## src/rtl/ebc_pkg.sv

```systemverilog
package ebc_pkg;
    typedef enum logic [2:0] {
        ST_IDLE,
        ST_STROBE,
        ST_SPLIT,
        ST_FINISH,
        ST_ABORT,
        ST_REJECT
    } ebc_state_e;
endpackage

```

## src/rtl/ebc_decode.sv

```systemverilog
module ebc_decode #(
    parameter int INT_AW = 26,
    parameter int EXT_AW = 22,
    parameter int NSEL   = 4,
    localparam int SEL_W = $clog2(NSEL),
    localparam int TOP   = EXT_AW + SEL_W
) (
    input  logic [INT_AW-1:EXT_AW] addr_hi,
    output logic                   hit,
    output logic [SEL_W-1:0]       sel_idx
);
    generate
        if (INT_AW > TOP) begin : g_range
            assign hit = (addr_hi[INT_AW-1:TOP] == '0);
        end else begin : g_full
            assign hit = 1'b1;
        end
    endgenerate

    assign sel_idx = addr_hi[TOP-1:EXT_AW];
endmodule

```

## src/rtl/ebc_selpins.sv

```systemverilog
module ebc_selpins #(
    parameter int NSEL = 4
) (
    input  logic [NSEL-1:0] act,
    input  logic [NSEL-1:1] pol,
    output logic [NSEL-1:0] pins
);
    generate
        for (genvar i = 0; i < NSEL; i++) begin : g_pin
            if (i == 0) begin : g_fixed
                assign pins[i] = ~act[i];
            end else begin : g_prog
                assign pins[i] = pol[i] ? act[i] : ~act[i];
            end
        end
    endgenerate
endmodule

```

## src/rtl/ebc_seq.sv

```systemverilog
module ebc_seq
    import ebc_pkg::*;
#(
    parameter int EXT_AW    = 22,
    parameter int BYTE_W    = 8,
    parameter int NSEL      = 4,
    parameter int WS_W      = 4,
    parameter int ACK_LIMIT = 256,
    localparam int SEL_W    = $clog2(NSEL),
    localparam int DW       = 2 * BYTE_W,
    localparam int CNT_W    = $clog2(ACK_LIMIT)
) (
    input  logic                 clk,
    input  logic                 rst_n,
    input  logic                 req_valid,
    input  logic [EXT_AW-1:0]    req_addr,
    input  logic                 hit,
    input  logic [SEL_W-1:0]     sel_idx,
    input  logic                 req_write,
    input  logic                 req_half,
    input  logic [DW-1:0]        req_wdata,
    input  logic [NSEL*WS_W-1:0] cfg_wait,
    input  logic [NSEL-1:0]      cfg_ack_mode,
    input  logic                 narrow_now,
    input  logic                 ext_ack_n,
    input  logic [DW-1:0]        ext_data_i,
    output logic                 req_ready,
    output logic                 resp_done,
    output logic                 resp_err,
    output logic [DW-1:0]        resp_rdata,
    output logic [EXT_AW-1:0]    ext_addr,
    output logic [DW-1:0]        ext_data_o,
    output logic                 ext_data_oe,
    output logic [1:0]           ext_be_n,
    output logic                 ext_we_n,
    output logic                 ext_oe_n,
    output logic [NSEL-1:0]      sel_act,
    output logic                 ext_abort_n
);
    ebc_state_e          state_q, state_d;
    logic [EXT_AW-1:0]   addr_q;
    logic [SEL_W-1:0]    sel_q;
    logic                wr_q, hw_q, narrow_q, phase_q, useack_q;
    logic [DW-1:0]       wdata_q, rdata_q, rd_merge, lanes;
    logic [WS_W-1:0]     wait_q;
    logic [CNT_W-1:0]    cnt_q;
    logic                strobing, strobe_end, timeout, accept;
    logic [BYTE_W-1:0]   cur_byte;

    assign strobing   = (state_q == ST_STROBE);
    assign accept     = (state_q == ST_IDLE) && req_valid && hit;
    assign strobe_end = useack_q ? ~ext_ack_n : (cnt_q == CNT_W'(wait_q));
    assign timeout    = useack_q && ext_ack_n && (cnt_q == CNT_W'(ACK_LIMIT - 1));

    // state register
    always_ff @(posedge clk or negedge rst_n) begin
        if (!rst_n) state_q <= ST_IDLE;
        else        state_q <= state_d;
    end

    // transitions
    always_comb begin
        state_d = state_q;
        unique case (state_q)
            ST_IDLE:   if (req_valid) state_d = hit ? ST_STROBE : ST_REJECT;
            ST_STROBE: begin
                if (strobe_end)   state_d = (hw_q && narrow_q && !phase_q) ? ST_SPLIT : ST_FINISH;
                else if (timeout) state_d = ST_ABORT;
            end
            ST_SPLIT:  state_d = ST_STROBE;
            ST_FINISH, ST_ABORT, ST_REJECT: state_d = ST_IDLE;
            default:   state_d = ST_IDLE;
        endcase
    end

    // read lane merge
    always_comb begin
        if (narrow_q) begin
            if (hw_q && !phase_q) rd_merge = {ext_data_i[BYTE_W-1:0], rdata_q[BYTE_W-1:0]};
            else                  rd_merge = {rdata_q[DW-1:BYTE_W], ext_data_i[BYTE_W-1:0]};
        end else if (hw_q) begin
            rd_merge = ext_data_i;
        end else if (addr_q[0]) begin
            rd_merge = {{BYTE_W{1'b0}}, ext_data_i[BYTE_W-1:0]};
        end else begin
            rd_merge = {{BYTE_W{1'b0}}, ext_data_i[DW-1:BYTE_W]};
        end
    end

    // transfer context
    always_ff @(posedge clk or negedge rst_n) begin
        if (!rst_n) begin
            addr_q   <= '0;
            sel_q    <= '0;
            wr_q     <= 1'b0;
            hw_q     <= 1'b0;
            narrow_q <= 1'b0;
            phase_q  <= 1'b0;
            useack_q <= 1'b0;
            wdata_q  <= '0;
            rdata_q  <= '0;
            wait_q   <= '0;
            cnt_q    <= '0;
        end else begin
            if (accept) begin
                addr_q   <= req_half ? {req_addr[EXT_AW-1:1], 1'b0} : req_addr;
                sel_q    <= sel_idx;
                wr_q     <= req_write;
                hw_q     <= req_half;
                narrow_q <= narrow_now;
                phase_q  <= 1'b0;
                useack_q <= cfg_ack_mode[sel_idx];
                wdata_q  <= req_wdata;
                rdata_q  <= '0;
                wait_q   <= cfg_wait[int'(sel_idx)*WS_W +: WS_W];
            end
            cnt_q <= (strobing && !strobe_end) ? cnt_q + 1'b1 : '0;
            if (strobing && strobe_end && !wr_q) rdata_q <= rd_merge;
            if (state_q == ST_SPLIT) phase_q <= 1'b1;
        end
    end

    // outputs
    always_comb begin
        cur_byte = (hw_q && !phase_q) ? wdata_q[DW-1:BYTE_W] : wdata_q[BYTE_W-1:0];
        if (narrow_q || !hw_q) lanes = {cur_byte, cur_byte};
        else                   lanes = wdata_q;

        req_ready   = (state_q == ST_IDLE);
        resp_done   = (state_q == ST_FINISH) || (state_q == ST_ABORT) || (state_q == ST_REJECT);
        resp_err    = (state_q == ST_ABORT) || (state_q == ST_REJECT);
        ext_abort_n = (state_q != ST_ABORT);
        resp_rdata  = rdata_q;
        ext_addr    = addr_q | {{(EXT_AW-1){1'b0}}, phase_q};
        ext_data_oe = strobing && wr_q;
        ext_data_o  = ext_data_oe ? lanes : '1;
        ext_we_n    = ~(strobing && wr_q);
        ext_oe_n    = ~(strobing && !wr_q);
        sel_act     = '0;
        if (strobing) sel_act[sel_q] = 1'b1;
        if (strobing ? narrow_q : narrow_now) ext_be_n = 2'b01;
        else if (!strobing)                   ext_be_n = 2'b11;
        else if (hw_q)                        ext_be_n = 2'b00;
        else if (addr_q[0])                   ext_be_n = 2'b01;
        else                                  ext_be_n = 2'b10;
    end

    assert_reject_R2: assert property (@(posedge clk) disable iff (!rst_n)
        (state_q == ST_IDLE && req_valid && !hit) |=>
            (resp_done && resp_err && sel_act == '0 && ext_we_n && ext_oe_n));

    assert_narrow_lanes_R4: assert property (@(posedge clk) disable iff (!rst_n)
        ((!ext_we_n || !ext_oe_n) && narrow_q) |-> (ext_be_n == 2'b01));

    assert_abort_resp_R8: assert property (@(posedge clk) disable iff (!rst_n)
        !ext_abort_n |-> (resp_done && resp_err));

    assert_abort_cause_R8: assert property (@(posedge clk) disable iff (!rst_n)
        $fell(ext_abort_n) |-> ($past(ext_ack_n) && $past(!ext_oe_n || !ext_we_n)));

    assert_drive_on_write_R12: assert property (@(posedge clk) disable iff (!rst_n)
        ext_data_oe |-> (!ext_we_n && ext_oe_n));

    assert_split_gap_R5: assert property (@(posedge clk) disable iff (!rst_n)
        (state_q == ST_SPLIT) |=> (strobing && ext_addr[0]));

    assert_done_pulse_R6: assert property (@(posedge clk) disable iff (!rst_n)
        resp_done |=> !resp_done);
endmodule

```

## src/rtl/ext_bus_ctrl.sv

```systemverilog
module ext_bus_ctrl #(
    parameter int INT_AW    = 26,
    parameter int EXT_AW    = 22,
    parameter int BYTE_W    = 8,
    parameter int NSEL      = 4,
    parameter int WS_W      = 4,
    parameter int ACK_LIMIT = 256,
    localparam int DW       = 2 * BYTE_W,
    localparam int SEL_W    = $clog2(NSEL)
) (
    input  logic                 clk,
    input  logic                 rst_n,
    input  logic                 req_valid,
    output logic                 req_ready,
    input  logic [INT_AW-1:0]    req_addr,
    input  logic                 req_write,
    input  logic                 req_half,
    input  logic [DW-1:0]        req_wdata,
    output logic                 resp_done,
    output logic                 resp_err,
    output logic [DW-1:0]        resp_rdata,
    input  logic [NSEL*WS_W-1:0] cfg_wait,
    input  logic [NSEL-1:0]      cfg_ack_mode,
    input  logic [NSEL-1:1]      cfg_sel_pol,
    input  logic                 cfg_narrow,
    output logic [EXT_AW-1:0]    ext_addr,
    output logic [DW-1:0]        ext_data_o,
    output logic                 ext_data_oe,
    input  logic [DW-1:0]        ext_data_i,
    output logic [1:0]           ext_be_n,
    output logic                 ext_we_n,
    output logic                 ext_oe_n,
    output logic [NSEL-1:0]      ext_sel,
    input  logic                 ext_ack_n,
    output logic                 ext_abort_n,
    input  logic                 ext_bw8_n,
    output logic                 ext_bw8_pull
);
    logic             hit;
    logic [SEL_W-1:0] sel_idx;
    logic [NSEL-1:0]  sel_act;
    logic             narrow_now;

    assign narrow_now   = cfg_narrow | ~ext_bw8_n;
    assign ext_bw8_pull = cfg_narrow;

    ebc_decode #(.INT_AW(INT_AW), .EXT_AW(EXT_AW), .NSEL(NSEL)) u_decode (
        .addr_hi (req_addr[INT_AW-1:EXT_AW]),
        .hit     (hit),
        .sel_idx (sel_idx)
    );

    ebc_seq #(.EXT_AW(EXT_AW), .BYTE_W(BYTE_W), .NSEL(NSEL), .WS_W(WS_W),
              .ACK_LIMIT(ACK_LIMIT)) u_seq (
        .clk          (clk),
        .rst_n        (rst_n),
        .req_valid    (req_valid),
        .req_addr     (req_addr[EXT_AW-1:0]),
        .hit          (hit),
        .sel_idx      (sel_idx),
        .req_write    (req_write),
        .req_half     (req_half),
        .req_wdata    (req_wdata),
        .cfg_wait     (cfg_wait),
        .cfg_ack_mode (cfg_ack_mode),
        .narrow_now   (narrow_now),
        .ext_ack_n    (ext_ack_n),
        .ext_data_i   (ext_data_i),
        .req_ready    (req_ready),
        .resp_done    (resp_done),
        .resp_err     (resp_err),
        .resp_rdata   (resp_rdata),
        .ext_addr     (ext_addr),
        .ext_data_o   (ext_data_o),
        .ext_data_oe  (ext_data_oe),
        .ext_be_n     (ext_be_n),
        .ext_we_n     (ext_we_n),
        .ext_oe_n     (ext_oe_n),
        .sel_act      (sel_act),
        .ext_abort_n  (ext_abort_n)
    );

    ebc_selpins #(.NSEL(NSEL)) u_selpins (
        .act  (sel_act),
        .pol  (cfg_sel_pol),
        .pins (ext_sel)
    );

    assert_one_select_R1: assert property (@(posedge clk) disable iff (!rst_n)
        $onehot0(sel_act));
endmodule

```

## config.mk

```make
export PLATFORM = sky130hd
export DESIGN_NAME = ext_bus_ctrl
export DESIGN_NICKNAME = d
export VERILOG_FILES = /design/src/rtl/ebc_pkg.sv /design/src/rtl/ebc_decode.sv /design/src/rtl/ebc_selpins.sv /design/src/rtl/ebc_seq.sv /design/src/rtl/ext_bus_ctrl.sv
export SDC_FILE = /design/constraint.sdc
export NUM_CORES = 1
export LEC_CHECK = 0
export BUFFER_PORTS_ARGS = -buffer_cell sky130_fd_sc_hd__buf_2
export CAP_MARGIN = 10
export CORE_MARGIN = 1.5
export CORE_UTILIZATION = 44
export CTS_CLUSTER_DIAMETER = 60
export DETAILED_ROUTE_END_ITERATION = 12
export PLACE_DENSITY = 0.77
export RECOVER_POWER = 50
export SYNTH_ARGS = -nofsm -noshare
export SYNTH_HDL_FRONTEND = slang
export SYNTH_SLANG_ARGS = --single-unit
```

## constraint.sdc

```tcl
create_clock -name clk -period 1.64 [get_ports clk]
set_input_delay 0 -clock clk [delete_from_list [all_inputs] [get_ports clk]]
set_output_delay 0 -clock clk [all_outputs]
set_load 0.1 [all_outputs]
```

After elaboration in Yosys (flattened, before gate mapping)
Index checks and enable logic that the tools add are counted.

word-level totals
  flip-flop bits (word level) = 76
  input bits = 89
  logic and storage cells = 101

cells by class
  $add $sub $neg = 1
  $lt $le $gt $ge = 3
  equal/unequal tests = 12
  shifts and indexed selects = 1
  multiplexer cells = 33
  bitwise logic cells = 10
  reduce and logical (&&, ||, !) cells = 28

operators with widths
  kind                                                                           count
  16-bit two-way mux                                                             7
  8-bit two-way mux                                                              3
  22-bit by 1-bit OR with 22-bit output                                          1
  16-bit by 5-bit variable part select with 4-bit output                         1
  1-bit logical AND                                                              13
  3-bit two-way mux                                                              4
  3-bit inequality test (second input constant)                                  4
  1-bit two-way mux                                                              11
  3-bit one-hot mux with 3 select lines                                          1
  8-bit by 1-bit adder with 8-bit output (second input constant)                 1
  8-bit by 4-bit == test with 1-bit output                                       1
  8-bit == test (second input constant)                                          1
  2-bit two-way mux                                                              4
  1-bit inverter                                                                 8
  3-bit by 2-bit == test with 1-bit output (second input constant)               2
  3-bit == test (second input constant)                                          2
  2-bit by 3-bit less-than comparator with 1-bit output (second input constant)  2
  2-bit AND reduction                                                            3
  1-bit logical NOT                                                              4
  1-bit logical OR                                                               4
  4-bit two-way mux                                                              1
  2-bit nonzero test                                                             2
  3-bit by 1-bit == test with 1-bit output (second input constant)               1
  3-bit logical NOT                                                              1
  6 further kinds                                                                6

Depth between registers and ports, before layout
Gate-level depths: netlist (run 1).

  word-level depth = 7
  mapped depth = 7
  gate-level depth less buffers = 6

By module
A second synthesis (run 1) with hierarchy kept.

unflattened totals
  cell total of the unflattened synthesis = 472
  area, all modules = 4,035.1 µm²

by module, submodules not included
  module        times used  cells an instance  area an instance (µm²)
  ebc_seq       1           463                3,972.6
  ebc_selpins   1           4                  30.0
  ebc_decode    1           3                  18.8
  ext_bus_ctrl  1           2                  13.8

Worst setup path before layout (run 1)
OpenSTA, ideal clock, no wires.

  path kind = reg-to-output
  start point = register u_seq.state_q[1]
  end point = output port ext_data_o[10]
  data arrival time = 3.224 ns
  data required time = 1.640 ns
  path slack = -1.584 ns
  cell stages (with the launch flop) = 7
  path buffers = 2
  path through = dfrtp_1 > buf_2 > nor3b_4 > nand2_1 > inv_2 > buf_2 > nand3_1

on the way
  cells in the longest elaborated chain, start to end = 3

ends and longest elaborated chain
  item                                      RTL line            RTL
  start, declared                           ebc_seq.sv:40       ebc_state_e state_q, state_d;
  start signal, assigned                    ebc_seq.sv:58       else state_q <= state_d;
  3-bit by 1-bit == test with 1-bit output  ebc_seq.sv:50       assign strobing = (state_q == ST_STROBE);
  1-bit logical AND                         ebc_seq.sv:135      ext_data_oe = strobing && wr_q;
  named net ext_data_oe                     ext_bus_ctrl.sv:28  output logic ext_data_oe,
  16-bit two-way mux                        ebc_seq.sv:136      ext_data_o = ext_data_oe ? lanes : '1;
  end, declared                             ext_bus_ctrl.sv:27  output logic [DW-1:0] ext_data_o,

The timed path passes the listed nets, and every way through them passes these cells.

Final worst setup path (run 1)
  start point = register u_seq.state_q[1]
  end point = output port ext_sel[2]

on the way
  cells in the longest elaborated chain, start to end = 4

ends and longest elaborated chain
  item                                          RTL line            RTL
  3-bit by 1-bit == test with 1-bit output (*)  ebc_seq.sv:50
  4-bit two-way mux (*)                         ebc_seq.sv:140      if (strobing) sel_act[sel_q] = 1'b1;
  1-bit inverter                                ebc_selpins.sv:13   assign pins[i] = pol[i] ? act[i] : ~act[i];
  1-bit two-way mux (*)                         ebc_selpins.sv:13
  end, declared                                 ext_bus_ctrl.sv:33  output logic [NSEL-1:0] ext_sel,

Every way passes the cells marked *; elsewhere a longest branch is shown, timed or not.

==> results of run 1 <==
[through the flow]
step / util (%) / setup TNS, ns / instances
CTS: 75.62 / -7.971 / 666
global route: 80.06 / -15.42 / 680
detailed placement: 63.23 / -0.5784 / 586
finish: 80.09 / -10.39 / 681
floorplan: - / -36.84 / 340
global placement: 63.23 / 0 / 586
[final timing paths]
path                                              to
worst max register to register      u_seq.wdata_q[2]
worst max-delay path                      ext_sel[2]
max in group asynchronous       u_seq.resp_rdata[10]
min in group asynchronous            u_seq.addr_q[1]
worst min-delay path                u_seq.state_q[2]
worst min register to register  u_seq.resp_rdata[12]
[metal layers]
layer  vias up  track usage, %
li1       1633               -
met3        34           5.321
met1      1836           32.74
met2       172           45.80
met5         -               0
met4         0           14.01
[registers in the layout, indices dropped and copies added (netlist names)]
register and count:
u_seq.resp_rdata 16, u_seq.cnt_q 8, u_seq.wdata_q 16, u_seq.sel_q 2, u_seq.state_q 3, u_seq.narrow_q 1, u_seq.wr_q 1, u_seq.useack_q 1
u_seq.addr_q 22, u_seq.wait_q 4, u_seq.hw_q 1, u_seq.phase_q 1
[cell families (layout without fill, tap and decap cells)]
| logic type | after synthesis | in the layout |
|---|---|---|
| simple gates | 112 | 112 |
| mux | 68 | 68 |
| xor+xnor | 13 | 13 |
| buf+inv | 39 | 274 |
| other cells | 0 | 1 |
| compound gates | 31 | 31 |
| flops | 76 | 76 |
| fa+ha+maj | 1 | 1 |
[layout make-up]
class / instances / share of cell area [%]
multi-input combinational: 225 / 32.63
sequential: 76 / 28.56
timing repair buffer: 251 / 33.08
inverter: 5 / 0.5244
tap: 105 / 1.967
antenna: 1 / 0.03746
clock buffer: 9 / 1.854
clock inverter: 7 / 0.8616
timing repair inverter: 2 / 0.4870
[worst register-to-register path, stage by stage, from the launching register on]
cell and delay, ns:
dfrtp_1 0.40, buf_6 0.13, buf_4 0.13, buf_6 0.12, nor3_4 0.17, nand3_4 0.13
buf_12 0.18, clkbuf_16 0.17, mux2_2 0.28
[cells in the final DEF (no fill, tap or decap), types with 8 or more instances in the layout]
cell,instances
nor2_1,12
buf_6,11
buf_2,125
nand3_4,19
clkbuf_8,9
buf_12,28
dlygate4sd3_1,58
a22oi_1,8
mux2_2,47
nand2_1,43
mux2i_1,16
buf_4,20
dfrtp_1,71
[timing repair]
item                                    4_1_cts  5_1_grt
pin swaps                                     9       12
hold buffers                                 58        0
hold endpoints to repair                    103        0
gates cloned                                  4        4
gates resized for setup                      49       56
endpoints found under the setup margin       33       93
buffers inserted                              3       11
==> impl_results.md, run 1 <==
- Post-synth top area share: 49.41%
- CP Launch Type: flip-flop
- Final hold violations: 0
- First DRT Iteration DRCs: about 190
- Design area: 0.006680 mm2
- Antenna violations before repair: 0
- Yosys Warn Count: 0
- Grt ovf: 0
- Crit path buf inv count: 3
- Post-synth EDFFs: 0
- Area leader, netlist: dfrtp_1
- Cell family with most CP delay: simple AND/OR/NAND/NOR gates
- # setup viols final: between 80 and 90
- Rel. slew slack: between 20% and 30%
- Detail Route Antenna Nets: 0
- Routed length on met3: 686 um
- Hpwl dp: ~7.2 mm
- Multi-input logic area: about 0.0022 mm2
- Syn avg cell area: 11.32 um2
- RePlAce Congestion: roughly 0.83
- Post-Synth Adder-Cell Area: less than 1%
- Hold path cells: 3
- Seq. cell area: between 0.0015 and 0.002 mm2
- Slowest CP cell: dfrtp_1
- Max cap viols: 0
- Xor/xnor share of the synthesized area: between 2 and 3%
- Drt pass-1 iters: 4
- Worst EP arrival: roughly 1.9 ns
- Area share of and/or/nand/nor cells after synthesis: between 10 and 15%
- Insertion delay to the later sink of the worst-skew pair: between 0.3 and 0.4 ns
- Core ar.: approximately 0.0083 mm2
- Synth-to-layout area growth: 73.57%
- Min-delay src: req_valid
- Count leader, synth: dfrtp_1
- Met2 wire len: between 6 and 7 mm
- Clk_skew: 0.01402 ns
- Fmax: 0.5378 GHz
- Sinks on Clock Net: 76
- Largest net degree at the start of global routing: 48
- Hold WC Path Type: input pin to flip-flop
- Worst R2R Start: u_seq.state_q[1]
- Synth Flop Type: dfrtp_1
- PortBufs: approximately 160
- Post-Route WL: around 13 mm
- Unrepaired setup endpoints after global routing: true
- CTS tree: yes
- Area after DPL: between 0.005 and 0.006 mm2
- GRT Overall Usage: 27.10%
- H-tree levels: 3
- Top layer in use: met4
- Chip Height: 96.53 um
- Fin. max-slew vios: 0
- WP depth: 7
- Die area: a little over 0.009 mm2
- Final WS setup: -0.2195 ns
- Crit path top cell by count: buf_6
- Register-to-register setup slack: -0.18 ns
- Yosys cell types: 42
- CP Max Fanout: 3
- First-pass GRT wire length: roughly 19 mm
- Worst r2r path cells: 8
- Register area share after synthesis: between 40 and 50%
- Root buffer cell: clkbuf_8
- CP Capture Type: output port
- Post-Route M1 WL: just over 5 mm
- Period utilization: 113.4%
- Synth Instances: 340
- Row cnt: 33
- Routed vias: 3,675
- DRC violations left: 0
- Largest family of logic cells by synthesized area: multiplexers
- # IOs: between 150 and 200
- Initial Utilization: 46.14%
- Crit path kind: flip-flop to output port
- Die width: 96.53 um
- Compound-Gate Fraction of Synth Area: 6.112%
- Largest stage delay on the critical path: ~0.40 ns
- Top cells by instance count after synthesis: dfrtp_1, nand2_1, mux2_2, buf_4, nand3_1
- Crit path launch: u_seq.state_q[1]
- Multiplexer share of the synthesized area: 20.84%
- WHS: ~0.028 ns
- Post-synth ARST share: 100.0%
- Crit path required time: 1.64 ns
- WL/cell: 19.20 um
- Vias in the first global route: approximately 3,700
- Clock Tree Buf Depth: 2
- CTS buffer count: 9
- Post-Syn Area: just under 0.004 mm2
- Post-place setup slack: -0.09537 ns
- Status: complete, but fails checks
- DR vias/cell: about 5.4
- Cell Chain, Critical Path: buf_6 > nor3b_4 > buf_6 > nand2_2 > nor2_4 > xnor2_4 > buf_12
- Final layout net count: between 600 and 700
- Mapped Nets: 430
- Worst-margin pin slew: about 1.2 ns
- Filler cells: around 460
- Violated checks: setup timing
- FF+latch count, synth: 76
- Min Tclk post-route: approximately 1.9 ns
- Layout cell share with drive strength beyond 1: between 50% and 60%
- Clock transition at path regs: 0.08 ns
- Top cells by area, synth: dfrtp_1, mux2_2, nand2_1, buf_4, mux2i_1
Power of run 1 is left out: the tool's default activity adds up to more than one toggle a clock period on the data nets, which glitch-free logic cannot reach.
==> run 2: changes to the inputs <==
--- a/config.mk
+++ b/config.mk
@@ -5,7 +5,7 @@
 export SDC_FILE = /design/constraint.sdc
 export NUM_CORES = 1
 export LEC_CHECK = 0
-export BUFFER_PORTS_ARGS = -buffer_cell sky130_fd_sc_hd__buf_2
+export BUFFER_PORTS_ARGS = -buffer_cell sky130_fd_sc_hd__buf_4
 export CAP_MARGIN = 10
 export CORE_MARGIN = 1.5
 export CORE_UTILIZATION = 44
==> impl_results.md, run 2 (synthesis gave the netlist of run 1 again) <==
- Status: complete, but fails checks (unchanged)
- Violated checks: setup timing (unchanged)
- Crit path required time: 1.88 ns (was 1.64 ns)
- # IOs: 157 (unchanged)
- Largest stage delay on the critical path: 0.45 ns (was 0.40 ns)
- Chip Height: 96.53 um (unchanged)
- Clock Tree Buf Depth: 2 (unchanged)
- Synth-to-layout area growth: 82.02% (was 73.57%)
- Initial Utilization: 46.14% (unchanged)
- Worst EP arrival: 2.18 ns (was 1.86 ns)
- Hpwl dp: 7.250 mm (was 7.168 mm)
- DRC violations left: 0 (unchanged)
- Diode count: 0 (was 1)
- Max cap viols: 0 (unchanged)
- Sinks on Clock Net: 76 (unchanged)
- Worst R2R Start: u_seq.state_q[1] (unchanged)
- Row cnt: 33 (unchanged)
- Unrepaired setup endpoints after global routing: true (unchanged)
- Clk_skew: 0.02045 ns (was 0.01402 ns)
- CP Capture Type: flip-flop (was output port)
- Die width: 96.53 um (unchanged)
- PortBufs: 156 (unchanged)
- Rel. slew slack: 21.82% (was 20.93%)
- Detail Route Antenna Nets: 0 (unchanged)
- CP Max Fanout: 7 (was 3)
- Max reg flops: 22 (unchanged)
- Worst-margin pin slew: 1.178 ns (was 1.186 ns)
- Final WS setup: -0.2907 ns (was -0.2195 ns)
- H-tree levels: 3 (unchanged)
- First DRT Iteration DRCs: 186 (was 187)
- WL/cell: 21.11 um (was 19.20 um)
- Routed vias: 3,687 (was 3,675)
- Vias in the first global route: 3,784 (was 3,739)
- Crit path kind: flip-flop to flip-flop (was flip-flop to output port)
- Min-delay src: req_addr[24] (was req_valid)
- Clock transition at path regs: 0.10 ns (was 0.08 ns)
- Highest-count cells in the layout ignoring fill and taps: buf_4, dfrtp_1, dlygate4sd3_1 (was buf_2, dfrtp_1, dlygate4sd3_1)
- Fin. max-slew vios: 0 (unchanged)
- First-pass GRT wire length: 19.04 mm (was 18.58 mm)
- CTS tree: yes (unchanged)
- Final layout net count: 662 (was 660)
- Insertion delay to the later sink of the worst-skew pair: 0.36 ns (about the same)
- CP Launch Type: flip-flop (unchanged)
- Largest net degree at the start of global routing: 42 (was 48)
- Fmax: 0.5180 GHz (was 0.5378 GHz)
- CTS buffer count: 9 (unchanged)
- Biggest register: u_seq.addr_q (unchanged)
- WHS: 0.06917 ns (was 0.02778 ns)
- Cell Chain, Critical Path: buf_12 > buf_4 > nor3_4 > nand3_4 > buf_6 > clkbuf_16 > mux2_2 (was buf_6 > nor3b_4 > buf_6 > nand2_2 > nor2_4 > xnor2_4 > buf_12)
- Register-to-register setup slack: -0.29 ns (was -0.18 ns)
- Grt ovf: 0 (unchanged)
- Root buffer cell: clkbuf_8 (unchanged)
- Period utilization: 117.7% (was 113.4%)
- Hold WC Path Type: input pin to flip-flop (unchanged)
- Slowest CP cell: dfrtp_2 (was dfrtp_1)
- Layout cell share with drive strength beyond 1: 56.60% (was 56.87%)
- # setup viols final: 100 (was 83)
- Die area: 0.009317 mm2 (unchanged)
- Min Tclk post-route: 1.931 ns (was 1.859 ns)
- Antenna violations before repair: 0 (unchanged)
- Drt pass-1 iters: 4 (unchanged)
- DR vias/cell: 5.414 (was 5.396)
- GRT Overall Usage: 27.64% (was 27.10%)
- Final hold violations: 0 (unchanged)
- Core ar.: 0.008341 mm2 (unchanged)
- Util after Layout: 83.99% (was 80.09%)
- Commonest non-fill, non-tap cell in the layout: buf_4 (was buf_2)
- RePlAce Congestion: 0.8348 (was 0.8349)
- Post-Route WL: 14.38 mm (was 13.07 mm)
- Filler cells: 427 (was 458)
- Crit path launch: u_seq.state_q[1] (unchanged)
[run 2: layout make-up]
type | count | area [um2] | area share [%]
Sequential cell | 76 | 1906 | 27.20
Clock inverter | 6 | 88.84 | 1.268
Timing Repair inverter | 1 | 16.27 | 0.2322
Timing Repair Buffer | 254 | 2532 | 36.15
Inverter | 5 | 35.03 | 0.5001
Tap cell | 105 | 131.4 | 1.875
Multi-Input combinational cell | 225 | 2172 | 31.01
Clock buffer | 9 | 123.9 | 1.768
[run 2: through the flow]
step / setup TNS, ns / worst slack (ns) / cells / instance area (um2)
CTS: -9.320 / -0.2345 / 672 / 6797
global route: -23.29 / -0.3196 / 681 / 7005
detailed placement: -0.1945 / -0.03638 / 587 / 5459
finish: -19.23 / -0.2907 / 681 / 7005
global placement: 0 / 0.03412 / 587 / 5459
floorplan: -36.84 / -0.5361 / 340 / 4218
[run 2: metal layers]
| layer | wire length (um) | up-vias | track usage (%) |
|---|---|---|---|
| li1 | - | 1641 | - |
| met1 | 5295 | 1849 | 32.32 |
| met2 | 7661 | 162 | 48.89 |
| met3 | 871 | 35 | 6.964 |
| met4 | 548 | 0 | 9.903 |
| met5 | 0 | - | 0 |
[run 2: worst paths after layout]
check,to,cells past startpoint
min reg2reg,u_seq.resp_rdata[12],1
min in group asynchronous,u_seq.addr_q[1],2
max reg2reg,u_seq.addr_q[20],7
max in group asynchronous,u_seq.state_q[1],3
max,u_seq.addr_q[20],7
min,u_seq.state_q[2],3
[run 2: repair_timing]
action | 4_1_cts | 5_1_grt
resized for setup | 88 | 37
pin swaps | 10 | 4
cloned | 4 | 3
endpoints found under the hold margin | 94 | 0
endpoints found under the setup margin | 35 | 102
hold buffers | 60 | 0
setup buffers | 6 | 8
[run 2: worst max-delay path: cells and delay by family (launching register included)]
| family | cells | cell delay [ns] |
|---|---|---|
| multiplexers | 1 | 0.31 |
| AND/OR/NAND/NOR | 2 | 0.42 |
| buffers and inverters | 4 | 0.64 |
| flip-flops | 1 | 0.45 |
Power of run 2 is left out for the same reason.
==> run 3: changes to the inputs <==
==> constraint.sdc (replaced) <==
create_clock -name clk -period 1.64 [get_ports clk]
set_input_delay 0.164 -clock clk [delete_from_list [all_inputs] [get_ports clk]]
set_output_delay 0.164 -clock clk [all_outputs]
set_load 0.1 [all_outputs]
==> impl_results.md, run 3 (synthesis gave the netlist of run 1 again) <==
- Status: complete, but fails checks (unchanged)
- Violated checks: setup timing (unchanged)
- CP Launch Type: flip-flop (unchanged)
- CTS tree: yes (unchanged)
- Detail Route Antenna Nets: 0 (unchanged)
- # IOs: 157 (unchanged)
- First-pass GRT wire length: 16.33 mm (was 19.04 mm)
- Highest-count cells in the layout ignoring fill and taps: buf_4, dfrtp_1, mux2_2 (was buf_4, dfrtp_1, dlygate4sd3_1)
- Worst EP arrival: 1.75 ns (was 2.18 ns)
- Grt ovf: 0 (unchanged)
- Routed vias: 3,232 (was 3,687)
- # setup viols final: 85 (was 100)
- Final WS setup: -0.2702 ns (was -0.2907 ns)
- Reg2Reg Capture Point: u_seq.resp_rdata[11] (was u_seq.addr_q[20])
- Setup TNS: -9.685 ns (was -19.23 ns)
- First DRT Iteration DRCs: 116 (was 186)
- RePlAce Congestion: 0.8358 (was 0.8348)
- Period utilization: 116.5% (was 117.7%)
- Post-Route WL: 10.78 mm (was 14.38 mm)
- Register-to-register setup slack: -0.18 ns (was -0.29 ns)
- Sinks on Clock Net: 76 (unchanged)
- DR vias/cell: 5.213 (was 5.414)
- Hold path endpoint: u_seq.addr_q[15] (was u_seq.state_q[2])
- Chip Height: 96.53 um (unchanged)
- Biggest register: u_seq.addr_q (unchanged)
- Drt pass-1 iters: 6 (was 4)
- WL/cell: 17.38 um (was 21.11 um)
- Clock transition at path regs: 0.08 ns (was 0.10 ns)
- Diode count: 0 (unchanged)
- DRC violations left: 0 (unchanged)
- Clk_skew: 0.005313 ns (was 0.02045 ns)
- Die width: 96.53 um (unchanged)
- Unrepaired setup endpoints after global routing: true (unchanged)
- Clock Tree Buf Depth: 2 (unchanged)
- Hold WC Path Type: input pin to flip-flop (unchanged)
- PortBufs: 156 (unchanged)
- Core ar.: 0.008341 mm2 (unchanged)
- Commonest non-fill, non-tap cell in the layout: buf_4 (unchanged)
- H-tree levels: 3 (unchanged)
- Largest net degree at the start of global routing: 43 (was 42)
- Worst R2R Start: u_seq.state_q[1] (unchanged)
- Final hold violations: 0 (unchanged)
- Hpwl dp: 7.305 mm (was 7.250 mm)
- Vias in the first global route: 3,323 (was 3,784)
- Worst-margin pin slew: 1.161 ns (was 1.178 ns)
- Row cnt: 33 (unchanged)
- Min-delay src: req_addr[15] (was req_addr[24])
- Crit path required time: 1.48 ns (was 1.88 ns)
- Die area: 0.009317 mm2 (unchanged)
- CP Max Fanout: 9 (was 7)
- Crit path kind: flip-flop to output port (was flip-flop to flip-flop)
- Initial Utilization: 46.14% (unchanged)
- Hold path cells: 2 (was 3)
- Antenna violations before repair: 0 (unchanged)
- GRT Overall Usage: 23.70% (was 27.64%)
- GR Layer Usage met3: 5.164% (was 6.964%)
- Synth-to-layout area growth: 61.31% (was 82.02%)
- Worst r2r path cells: 8 (was 7)
- Top Usage Layer GRT: met2 (unchanged)
- Max reg flops: 22 (unchanged)
- Fmax: 0.5235 GHz (was 0.5180 GHz)
- Met2 Use GR: 41.78% (was 48.89%)
- CTS buffer count: 9 (unchanged)
- Fin. max-slew vios: 0 (unchanged)
- Insertion delay to the later sink of the worst-skew pair: 0.35 ns (was 0.36 ns)
- Layout cell share with drive strength beyond 1: 61.17% (was 56.60%)
- Max cap viols: 0 (unchanged)
- Rel. slew slack: 22.94% (was 21.82%)
- Root buffer cell: clkbuf_8 (unchanged)
- Filler cells: 587 (was 427)
- Final layout net count: 600 (was 662)
- Global routing usage on met1: 28.13% (was 32.32%)
- Min Tclk post-route: 1.910 ns (was 1.931 ns)
- CP Capture Type: output port (was flip-flop)
-- run 3: metrics by stage --
step                      hold WS (ns)  area, um2  std cells  util [%]  worst slack, ns
after global routing           0.02022       6208        620     74.44          -0.3514
final                          0.03930       6208        620     74.44          -0.2702
after global placement          0.1412       5465        589     65.53         -0.02803
after detailed placement        0.1417       5465        589     65.53         -0.09513
after floorplan                -0.1316       4222        340         -          -0.5361
after CTS                      0.02688       6107        617     73.22          -0.2559
-- run 3: how the worst max path moves through the flow --
| stage | startpoint | end | slack (ns) | cells after the start |
|---|---|---|---|---|
| after floorplan | u_seq.state_q[1] | u_seq.addr_q[10] | -0.54 | 5 |
| after global placement | u_seq.state_q[1] | u_seq.resp_rdata[2] | -0.03 | 5 |
| after detailed placement | u_seq.cnt_q[1] | u_seq.resp_rdata[11] | -0.1 | 5 |
| after CTS | u_seq.state_q[1] | ext_data_o[14] | -0.26 | 6 |
| after global routing | u_seq.state_q[1] | ext_sel[3] | -0.35 | 4 |
| final | u_seq.state_q[1] | ext_data_o[9] | -0.27 | 6 |
-- run 3: final cells by class --
class | instances | area (um2) | share of cell area, %
clock buffers | 9 | 123.9 | 1.995
clock inverters | 7 | 43.79 | 0.7054
inverters | 5 | 35.03 | 0.5643
multi-input cells | 225 | 2118 | 34.12
flip-flops and latches | 76 | 1906 | 30.69
well taps | 105 | 131.4 | 2.116
repair buffers | 192 | 1834 | 29.54
repair inverters | 1 | 16.27 | 0.2620
-- run 3: repair_timing --
item | 4_1_cts | 5_1_grt
resized for setup | 93 | 19
hold endpoints to repair | 34 | 0
pin swaps | 9 | 7
hold buffers | 1 | 0
cloned | 1 | 1
endpoints found under the setup margin | 67 | 89
setup buffers | 10 | 4
-- run 3: critical path, cell delays in order, from the launching register on --
cell and delay, ns:
dfrtp_2 0.44, nor3b_4 0.30, buf_6 0.16, nand2_8 0.09
inv_16 0.12, nand3_4 0.10, buf_12 0.18
-- run 3: layer usage --
metal | vias up | part of all wire [%] | wire [um]
li1 | 1513 | - | -
met1 | 1609 | 38 | 4130
met2 | 97 | 55 | 5925
met3 | 13 | 4.8 | 514
met5 | - | 0 | 0
met4 | 0 | 1.9 | 206
Power of run 3 is left out for the same reason.
